<file path="config.mk">
export PLATFORM = sky130hd
export DESIGN_NAME = ot_clear_dma
export DESIGN_NICKNAME = d
export VERILOG_FILES = /design/src/rtl/otc_pkg.sv /design/src/rtl/otc_ctrl.sv /design/src/rtl/otc_datapath.sv /design/src/rtl/ot_clear_dma.sv
export SDC_FILE = /design/constraint.sdc
export NUM_CORES = 1
export LEC_CHECK = 0
export BUFFER_PORTS_ARGS = -buffer_cell sky130_fd_sc_hd__buf_2
export CAP_MARGIN = 0
export CORE_ASPECT_RATIO = 0.7
export CORE_UTILIZATION = 52
export DETAILED_ROUTE_END_ITERATION = 12
export HOLD_SLACK_MARGIN = 0.05
export PLACE_DENSITY = 0.86
export RECOVER_POWER = 100
export SYNTH_ARGS = -nofsm -noshare
export SYNTH_HDL_FRONTEND = slang
export SYNTH_SLANG_ARGS = --single-unit
</file>
<file path="constraint.sdc">
create_clock -name clk -period 5.9 [get_ports clk]
set_input_delay 0.59 -clock clk [delete_from_list [all_inputs] [get_ports clk]]
set_output_delay 0.59 -clock clk [all_outputs]
set_load 0.01 [all_outputs]
</file>
<file path="src/rtl/otc_pkg.sv">
package otc_pkg;
  localparam logic [31:0] START_CODE = 32'h1100_0002;
  localparam int RUN_BIT = 24;
  localparam int TRIG_BIT = 28;
  localparam int LINK_W = 24;

  typedef struct packed {
    logic load;
    logic step;
    logic finish;
  } ctrlStrobes_t;

  typedef enum logic [1:0] {
    ST_IDLE = 2'd0,
    ST_RUN  = 2'd1,
    ST_DONE = 2'd2
  } otcState_e;
endpackage

</file>
<file path="src/rtl/otc_ctrl.sv">
module otc_ctrl
  import otc_pkg::*;
(
  input  logic         clk,
  input  logic         rstN,
  input  logic         ctrlWe,
  input  logic         isStart,
  input  logic         isEmpty,
  input  logic         lastEntry,
  input  logic         memReady,
  output ctrlStrobes_t strb,
  output logic         busy,
  output logic         memWe,
  output logic         irq
);
  otcState_e state, nextState;

  always_ff @(posedge clk) begin
    if (!rstN) state <= ST_IDLE;
    else       state <= nextState;
  end

  always_comb begin
    strb = '0;
    nextState = state;
    case (state)
      ST_IDLE: begin
        if (ctrlWe) begin
          strb.load = 1'b1;
          nextState = (isStart && !isEmpty) ? ST_RUN : ST_DONE;
        end
      end
      ST_RUN: begin
        if (memReady) begin
          strb.step = 1'b1;
          if (lastEntry) nextState = ST_DONE;
        end
      end
      ST_DONE: begin
        strb.finish = 1'b1;
        nextState = ST_IDLE;
      end
      default: nextState = ST_IDLE;
    endcase
  end

  assign busy  = (state != ST_IDLE);
  assign memWe = (state == ST_RUN);
  assign irq   = (state == ST_DONE);
endmodule

</file>
<file path="src/rtl/otc_datapath.sv">
module otc_datapath
  import otc_pkg::*;
#(
  parameter int AW = 24,
  parameter int CW = 16
) (
  input  logic          clk,
  input  logic          rstN,
  input  ctrlStrobes_t  strb,
  input  logic [31:0]   ctrlData,
  input  logic [AW-1:0] baseAddr,
  input  logic [CW-1:0] entryCount,
  output logic          isStart,
  output logic          isEmpty,
  output logic          lastEntry,
  output logic [31:0]   ctrlOut,
  output logic [AW-1:0] memAddr,
  output logic [31:0]   memData
);
  localparam logic [31:0] LINK_MASK = (32'h1 << LINK_W) - 32'h1;
  localparam logic [AW-1:0] WORD_STEP = AW'(4);

  logic [31:0]   ctrlReg;
  logic [AW-1:0] curAddr;
  logic [CW-1:0] remaining;
  logic [AW-1:0] belowAddr;

  assign isStart   = (ctrlData == START_CODE);
  assign isEmpty   = (entryCount == '0) || (baseAddr[AW-1:2] == '0);
  assign lastEntry = (remaining == CW'(1)) || (curAddr[AW-1:2] == (AW-2)'(1));
  assign belowAddr = curAddr - WORD_STEP;

  always_ff @(posedge clk) begin
    if (!rstN) begin
      ctrlReg   <= '0;
      curAddr   <= '0;
      remaining <= '0;
    end else begin
      if (strb.load) begin
        ctrlReg   <= ctrlData;
        curAddr   <= {baseAddr[AW-1:2], 2'b00};
        remaining <= entryCount;
      end else if (strb.step) begin
        curAddr   <= belowAddr;
        remaining <= remaining - CW'(1);
      end
      if (strb.finish) begin
        ctrlReg[RUN_BIT]  <= 1'b0;
        ctrlReg[TRIG_BIT] <= 1'b0;
      end
    end
  end

  assign ctrlOut = ctrlReg;
  assign memAddr = curAddr;
  assign memData = lastEntry ? LINK_MASK : (32'(belowAddr) & LINK_MASK);
endmodule

</file>
<file path="src/rtl/ot_clear_dma.sv">
module ot_clear_dma
  import otc_pkg::*;
#(
  parameter int AW = 24,
  parameter int CW = 16
) (
  input  logic          clk,
  input  logic          rstN,
  input  logic          ctrlWe,
  input  logic [31:0]   ctrlData,
  input  logic [AW-1:0] baseAddr,
  input  logic [CW-1:0] entryCount,
  output logic [31:0]   ctrlOut,
  output logic          busy,
  output logic          memWe,
  output logic [AW-1:0] memAddr,
  output logic [31:0]   memData,
  input  logic          memReady,
  output logic          irq
);
  ctrlStrobes_t strb;
  logic isStart, isEmpty, lastEntry;

  otc_ctrl u_ctrl (
    .clk(clk), .rstN(rstN), .ctrlWe(ctrlWe), .isStart(isStart),
    .isEmpty(isEmpty), .lastEntry(lastEntry), .memReady(memReady),
    .strb(strb), .busy(busy), .memWe(memWe), .irq(irq)
  );

  otc_datapath #(.AW(AW), .CW(CW)) u_dp (
    .clk(clk), .rstN(rstN), .strb(strb), .ctrlData(ctrlData),
    .baseAddr(baseAddr), .entryCount(entryCount), .isStart(isStart),
    .isEmpty(isEmpty), .lastEntry(lastEntry), .ctrlOut(ctrlOut),
    .memAddr(memAddr), .memData(memData)
  );
endmodule

</file>
; ---- Yosys cells after proc, flatten, opt, wreduce, memory -nomap -nowiden
; Cells that the tools add are included.
[totals]
regBits = 74
latch_bits = 0
ram_bits = 0
rom_bits = 0
inputBits = 76
output_inout_bits = 91
wordCells = 44
n_memories = 0
[op_classes]
n_addsub = 2
mul = 0
div_mod_pow = 0
n_lt_le_gt_ge = 0
eq_ne = 8
shifts = 0
mux = 15
n_bitwise = 1
reduce_logical = 12
[ops]
columns = cell, n
row1 = 2-to-1 mux 24 bit, 3
row2 = == test 32 x 29 -> 1 bit (second input constant), 1
row3 = 2-to-1 mux 16 bit, 2
row4 = subtractor 24 x 3 -> 24 bit (second input constant), 1
row5 = == test 22 x 1 -> 1 bit (second input constant), 1
row6 = logical NOT 22 bit, 1
row7 = == test 16 x 1 -> 1 bit (second input constant), 1
row8 = logical NOT 16 bit, 1
row9 = subtractor 16 x 1 -> 16 bit (second input constant), 1
row10 = 2-to-1 mux 2 bit, 4
row11 = 2-to-1 mux 1 bit, 5
row12 = != test 2 x 1 -> 1 bit (second input constant), 2
row13 = one-hot mux 2 bit (2 select lines), 1
row14 = nonzero test 2 bit, 2
row15 = OR reduction 2 bit, 2
row16 = AND reduction 3 bit, 1
row17 = == test 2 x 1 -> 1 bit (second input constant), 1
row18 = == test 2 bit (second input constant), 1
row19 = logical NOT 2 bit, 1
row20 = logical OR 1 bit, 2
row21 = != test 2 bit (second input constant), 1
row22 = logical AND 1 bit, 1
row23 = logical NOT 1 bit, 1
row24 = inverter 1 bit, 1

; ---- Logic depth before layout (Yosys ltp)
; Gate-level depths: netlist of the first run.
[depth]
word_depth = 7
ltp_mapped = 8
ltp_nobuf = 6

; ---- Hierarchy
; Synthesis of the first run repeated with hierarchy kept, for this count alone.
[unflattened]
hier_cells = 484
area_unflattened_um2 = 4136.5
[by_module_without_submodules]
columns = module, instances, cells_per_inst, area_each_um2, seq_area_each_um2
row1 = otc_datapath, 1, 466, 4000.1, 1401.3
row2 = otc_ctrl, 1, 18, 136.4, 40.0

; ---- Worst setup path before layout of the first run
; Ideal clock, no wire load.
[synth_path]
path_kind = register to output
startpoint = register u_dp.remaining[6]
endpoint = output port memData[0]
arrival_time_ns = 2.034
required_ns = 5.310
setup_slack_ns = 3.276
stages_incl_launch_ff = 8
path_buffers = 3
cell_sequence = dfxtp_1 or4_1 buf_2 or4b_4 a2bb2oi_2 buf_2 inv_1 buf_4
[synth_between]
elab_chain_cells = 3
[synth_lines]
columns = item, line_no
row1 = start: declaration, otc_datapath.sv:25  ; logic [CW-1:0] remaining;
row2 = start signal: assignment, otc_datapath.sv:42  ; remaining <= entryCount;
row3 = start signal: assignment, otc_datapath.sv:45  ; remaining <= remaining - CW'(1);
row4 = == test 16 x 1 -> 1 bit, otc_datapath.sv:30  ; assign lastEntry = (remaining == CW'(1)) || (curAddr[AW-1:2] == (AW-2)'(1));
row5 = logical OR 1 bit, otc_datapath.sv:30
row6 = net lastEntry, ot_clear_dma.sv:22  ; logic isStart, isEmpty, lastEntry;
row7 = 2-to-1 mux 24 bit, otc_datapath.sv:56  ; assign memData = lastEntry ? LINK_MASK : (32'(belowAddr) & LINK_MASK);
row8 = end: declaration, ot_clear_dma.sv:17  ; output logic [31:0] memData,
; The timed path passes the listed nets, and every way through them passes these cells.

; ---- Final worst setup path of the first run
[layout_path]
startpoint = register u_dp.curAddr[19] (netlist: u_dp.memAddr[19])
endpoint = output port memData[22]
[layout_between]
elab_chain_cells = 3
word_cells_on_any_way = 4
cone_classes = add/sub: 1 / eq/ne: 1 / mux: 1 / reduce/logical: 1
[layout_lines]
columns = item, line_no
row1 = start: declaration, otc_datapath.sv:24  ; logic [AW-1:0] curAddr;
row2 = start signal: assignment, otc_datapath.sv:41  ; curAddr <= {baseAddr[AW-1:2], 2'b00};
row3 = start signal: assignment, otc_datapath.sv:44  ; curAddr <= belowAddr;
row4 = "parallel branches: the longest is 2 deep, another holds subtractor 24 x 3 -> 24 bit", --
row5 = 2-to-1 mux 24 bit (*), otc_datapath.sv:56
; Mark *: on every way between the ends.

==> results of run 1 <==
-- registers in the layout, indices dropped and copies added, names as in the netlist --
signal / flops
u_dp.remaining: 16
u_dp.ctrlOut: 32
u_ctrl.state: 2
u_dp.memAddr: 22
-- worst min path at each step --
stage / startpoint / endpoint / slack, ps / depth (start not counted)
after floorplan: u_dp.remaining[9] / u_dp.remaining[9] / 460 / 2
after global placement: u_dp.ctrlOut[7] / u_dp.ctrlOut[7] / 440 / 2
after detailed placement: u_dp.ctrlOut[7] / u_dp.ctrlOut[7] / 440 / 2
after CTS: u_dp.ctrlOut[16] / u_dp.ctrlOut[16] / 450 / 2
after global routing: u_dp.ctrlOut[23] / u_dp.ctrlOut[23] / 470 / 2
final: u_dp.ctrlOut[2] / u_dp.ctrlOut[2] / 450 / 2
-- where the power goes --
part | internal, mW | switching (mW) | total (mW) | leakage (nW)
Combinational | 0.105 | 0.176 | 0.280 | 1.20
Clock | 0.217 | 0.186 | 0.403 | 0.101
Sequential | 0.514 | 0.0302 | 0.544 | 0.592
Total | 0.836 | 0.392 | 1.23 | 1.89
-- synthesized netlist by cell type, types with 9 or more instances --
master / n / area share, %
a21oi_1: 62 / 7.9
a221oi_1: 10 / 2.2
a31oi_1: 9 / 1.4
buf_4: 12 / 2.3
clkbuf_1: 27 / 2.6
dfxtp_1: 72 / 37
nand2_1: 105 / 10
nand3_1: 9 / 1.1
nor2_1: 39 / 3.7
nor3_1: 13 / 1.7
nor4_1: 19 / 3.0
o21ai_0: 15 / 1.9
xor2_1: 9 / 2.0
-- final cells by class --
class	instances	area (µm²)
Tap cell	98	123
Timing Repair Buffer	158	697
Clock inverter	5	55.1
Clock buffer	11	151
Sequential cell	72	1440
Multi-Input combinational cell	401	2240
Inverter	7	26.3
Fill cell	727	2560
-- logic make-up after synthesis --
kind of cell               Yosys count  share of synthesized area, %
adders and majority gates            4                          1.27
and+or+nand+nor                    239                          30.6
AOI/OAI and AO/OA                  129                          20.3
other                                1                        0.0955
buffers and inverters               54                          6.50
muxes                                3                         0.924
xor gates and xnor gates            16                          3.57
DFF                                 72                          36.7
-- metrics by stage --
stage	setup slack (ps)	instance area (µm²)	util (%)	hold slack, ps
floorplan	3280	3960	-	460
global placement	3070	4660	64.0	440
global route	1600	4730	64.9	473
CTS	2690	4870	66.8	454
detailed placement	3080	4660	64.0	443
finish	1910	4730	64.9	455
-- per-layer routing --
layer  up-vias  track usage [%]
li1       2106                -
met1      2057             42.0
met2       265             42.2
met3        30             5.80
met4         0             9.10
met5         -                0
-- critical path: stages (launching register included) --
cell       delay (ps)
dfxtp_1           510
nor3_1            160
and3_1            250
a2bb2oi_1        1530
o21ai_0           340
buf_2             270
==> impl_results.md, run 1 <==
* Status: finished, violations left
* Failing checks: max-capacitance violations, max-slew violations
* Max Transition Viols Final at 75
* Detailed Route WL at 11.8 mm
* Share of post-route cells with drive strength above 1 at 16.1%
* Cells after DPL at about 740
* Met2 routed wirelength at around 5.2 mm
* Met1 routed wirelength after detailed routing at 5.23 mm
* Placer Congestion at between 0.9 and 1
* Proportion of register bits with asynchronous set or reset after synthesis at 0%
* Crit path time final at ~4000 ps
* Met3 wire length at between 1 and 1.5 mm
* Worst Reg-to-Reg Cells at 4
* Leading cell type in the layout, fill and taps excluded: nand2_1
* Overall fraction of global-route tracks in use at 28.6%
* Leakage Power at ~1.9 nW
* TritonCTS clock tree: yes
* Required time of the critical path at 5310 ps
* Final standard cell count with taps included and fillers excluded at 752
* CTS max path bufs at 2
* Initial antenna violation count at 0
* CTS H-tree lvls at 3
* Die H at around 75 µm
* IO Count at 167
* Syn Std Cell Area at 0.00393 mm²
* Classification of the worst-slack hold path: flop to flop
* Synthesized instance count at 518
* Worst-margin pin slew at 2070 ps
* Number of vias after detailed routing at 4,458
* Post-synthesis cell type count at between 60 and 70
* Post-CTS setup repair buffer count at 0
* Fin Clk Skew at 10.9 ps
* Max-slew headroom at -38.3%
* Launching element of the worst setup path: u_dp.memAddr[19]
* Commonest cells after routing, fill and taps aside: 105 x nand2_1, 81 x clkbuf_1, 74 x buf_2
* Post-cts gate resize count at 0
* Total number of yosys warnings at 0
* Initial DRC count at 482
* Element type at the critical path start: flop
* Vias in the first global route at around 3,600
* Post-Synthesis Mean Instance Area at 7.58 µm²
* Clock buffer count from CTS at 9
* Max Freq at roughly 250 MHz
* DRC violations left at 0
* DRT antenna net count at 0
* Critical-path maximum fanout at 25
* Clock-pin transition on the worst setup and hold timing paths at about 80 ps
* Sum of internal, switching and leakage power at 1.23 mW
* Core area at 0.00729 mm²
* DR pass1 iterations at 7
* Worst IR drop on VDD at between 0.1 and 0.15 mV
* Sum of overflow across all layers after global routing at 0
* Final period utilization at 67.7%
* Capturing instance or port of the critical path: memData[22]
* First-pass GRT wire length at 17.9 mm
* Count of antenna diodes in the layout at 0
* Area of the die at 0.00791 mm²
* Cts-stage hold buffer count at 0
* Root buf cell: clkbuf_8
* Type of destination of the critical path: primary output
* Proportion of synthesized chip area in sequential cells at 36.7%
* Largest net degree at the start of global routing at 72
* Latest clock arrival within the worst-skew pair at 340 ps
* Post-synth EDFFs at 0
* IO buf count at between 150 and 200
* Data arrival time of the critical path at ~3400 ps
* Synthesis-to-layout area growth at 20.5%
* Start-to-end type of the worst setup path: flop to primary output
* RSZ-0062 raised after global routing: false
* Total negative slack at 0 ps
* Number of nets in the finished design at 729
* Synthesized flop and latch total at 72
* Register-to-Register Setup Slack at slightly above 3000 ps
* Top Metal Used: met4
* Detailed placer's ending HPWL at 8.34 mm
* Placement row count at 26
* Post-detailed-route wirelength per cell at 15.7 µm
* Source of the worst register-to-register timing path: u_dp.memAddr[19]
* Max Cap Violations at 2
* Clock net sink count at between 70 and 80
* Initial standard-cell utilization of the core at between 50 and 60%
* Number of setup violations in the final report at 0
* Power density over cell area at about 260 mW/mm²
* Die span in x at 106 µm
* Hold Fails Final Rpt at 0
* Average via count per standard cell at 5.93
* Post-synth top flop: dfxtp_1
* R2R Path End: u_ctrl.state[1]
Power figures use the tool's default switching activity.
==> run 2, diff against run 1 <==
--- a/config.mk
+++ b/config.mk
@@ -8,10 +8,10 @@
 export BUFFER_PORTS_ARGS = -buffer_cell sky130_fd_sc_hd__buf_2
 export CAP_MARGIN = 0
 export CORE_ASPECT_RATIO = 0.7
-export CORE_UTILIZATION = 52
+export CORE_UTILIZATION = 48
 export DETAILED_ROUTE_END_ITERATION = 12
 export HOLD_SLACK_MARGIN = 0.05
-export PLACE_DENSITY = 0.86
+export PLACE_DENSITY = 0.8
 export RECOVER_POWER = 100
 export SYNTH_ARGS = -nofsm -noshare
 export SYNTH_HDL_FRONTEND = slang
==> constraint.sdc (replaced) <==
create_clock -name clk -period 3.8 [get_ports clk]
set_input_delay 0.38 -clock clk [delete_from_list [all_inputs] [get_ports clk]]
set_output_delay 0.38 -clock clk [all_outputs]
set_load 0.01 [all_outputs]
==> impl_results.md, run 2 (synthesized netlist as in run 1, its figures left out) <==
* Fill cells at 782 (+7.6%)
* Classification of the worst-slack hold path: input port to flop
* Synthesis-to-layout area growth at 23.4%
* DRC violations left at 0 (unchanged)
* IO Count at 167 (unchanged)
* Placement row count at 27 (+3.8%)
* Initial standard-cell utilization of the core at 49.7% (-4.2 points)
* Core area at 0.00791 mm² (+8.5%)
* Worst IR drop on VDD at 0.250 mV (+68%)
* DRT antenna net count at 0 (unchanged)
* Number of flip-flops in the largest register at 32 (unchanged)
* Sum of overflow across all layers after global routing at 0 (unchanged)
* CTS max path bufs at 2 (unchanged)
* Post-cts gate resize count at 0 (unchanged)
* Count of antenna diodes in the layout at 0 (unchanged)
* Status: finished, final reports clean
* Source of the worst register-to-register timing path: u_ctrl.state[0]
* Data arrival time of the critical path at 2730 ps (-670 ps)
* Number of nets in the finished design at 729 (unchanged)
* Overall fraction of global-route tracks in use at 28.1% (-0.53 points)
* Power density over cell area at 444 mW/mm² (+71%)
* Root buf cell: clkbuf_16
* Required time of the critical path at 3420 ps (-1890 ps)
* Placer Congestion at 0.878 (-3.4%)
* Max-slew headroom at 5.31% (+44 points)
* DR pass1 iterations at 5 (-2)
* Largest net degree at the start of global routing at 71 (-1.4%)
* Type of destination of the critical path: primary output
* Die H at 77.7 µm (+4.0%)
* Total negative slack at 0 ps (unchanged)
* Average via count per standard cell at 5.76 (-2.8%)
* Number of setup violations in the final report at 0 (unchanged)
* Leakage Power at 1.96 nW (+3.4%)
* Max Transition Viols Final at 0 (-100%)
* RSZ-0062 raised after global routing: false
* Cts-stage hold buffer count at 0 (unchanged)
* Vias in the first global route at 3,821 (+6.1%)
* Footprint of the multi-input gates at 0.00225 mm² (+0.39%)
* Area of all sequential standard cells at 0.00144 mm² (unchanged)
* Area of the die at 0.00855 mm² (+8.1%)
* Clock net sink count at 72 (unchanged)
* Post-detailed-route wirelength per cell at 15.9 µm (+1.2%)
* Clock-pin transition on the worst setup and hold timing paths at 60 ps (-20 ps)
* Start-to-end type of the worst setup path: flop to primary output
* Leading cell type in the layout, fill and taps excluded: nand2_1
* Final period utilization at 81.9%
* Die span in x at 110 µm (+4.0%)
* Hold Fails Final Rpt at 0 (unchanged)
* Hold Startpoint: ctrlData[1]
* TritonCTS clock tree: yes
* Initial antenna violation count at 0 (unchanged)
* Max Cap Violations at 0 (-2)
* Post-CTS setup repair buffer count at 0 (unchanged)
* IO buf count at 154 (unchanged)
* Max Freq at 321 MHz
* Sum of internal, switching and leakage power at 2.15 mW (+75%)
* Launching element of the worst setup path: u_dp.memAddr[4]
* Commonest cells after routing, fill and taps aside: 105 x nand2_1, 80 x clkbuf_1, 74 x buf_2
* Worst-margin pin slew at 1420 ps (-655 ps)
* Number of vias after detailed routing at 4,344 (-2.6%)
* Detailed placer's ending HPWL at 8.40 mm (+0.79%)
* Share of post-route cells with drive strength above 1 at 16.2% (+0.18 points)
* CTS H-tree lvls at 3 (unchanged)
* Latest clock arrival within the worst-skew pair at 330 ps (about the same)
* Clock buffer count from CTS at 9 (unchanged)
* Initial DRC count at 371 (-23%)
* Crit path time final at around 3100 ps
* Detailed Route WL at 12.0 mm (+1.4%)
* Fin Clk Skew at 4.26 ps (-6.64 ps)
* Critical-path maximum fanout at 9 (-64%)
* Element type at the critical path start: flop
* First-pass GRT wire length at 18.7 mm (+4.3%)
==> run 2: cell count changes in the layout (fill, tap and decap cells not counted), sizes merged <==
cell | before | now
clkbuf | 92 | 93
clkinvlp | 2 | 0
==> run 2: worst paths after layout <==
kind / end / slack [ps] / cells after the start
setup / recovery: memData[21] / 690 / 6
setup reg to reg: u_dp.remaining[11] / 1260 / 4
hold / removal: u_dp.ctrlOut[1] / 300 / 3
hold reg to reg: u_dp.ctrlOut[24] / 450 / 2
==> run 2: cell type report <==
cell class                      count  area share, %
Sequential cell                    72           29.8
Inverter                            7          0.542
Clock buffer                       12           5.50
Timing Repair Buffer              158           14.4
Tap cell                          101           2.61
Clock inverter                      3          0.826
Multi-Input combinational cell    401           46.4
==> run 2: routing by layer <==
layer  global-route usage [%]  share of wire (%)  wire [µm]
met1                     40.8                 46       5510
met2                     41.3                 45       5390
met3                     5.63                7.5        894
met4                     9.21                1.4        170
met5                        0                  0          0
==> run 2: report_power, final <==
part           switching, mW  internal, mW
Combinational          0.274         0.164
Sequential            0.0471         0.799
Clock                  0.310         0.556
==> run 2: worst max-delay path, cell delays in order, from the launching register on <==
cell      delay (ps)
dfxtp_1          390
nor4_1           730
nand3_1          340
or4_1            540
xor2_1           150
nand2_1           70
clkbuf_1         170
==> run 2: through the flow <==
stage	cell area, µm²	instances	hold WS (ps)	util (%)	setup WS, ps
after CTS	4970	754	283	62.9	778
after global routing	4840	754	297	61.3	497
after floorplan	3960	527	460	-	1390
final	4840	754	295	61.3	688
after detailed placement	4660	739	444	59.0	1150
after global placement	4660	739	440	59.0	1180
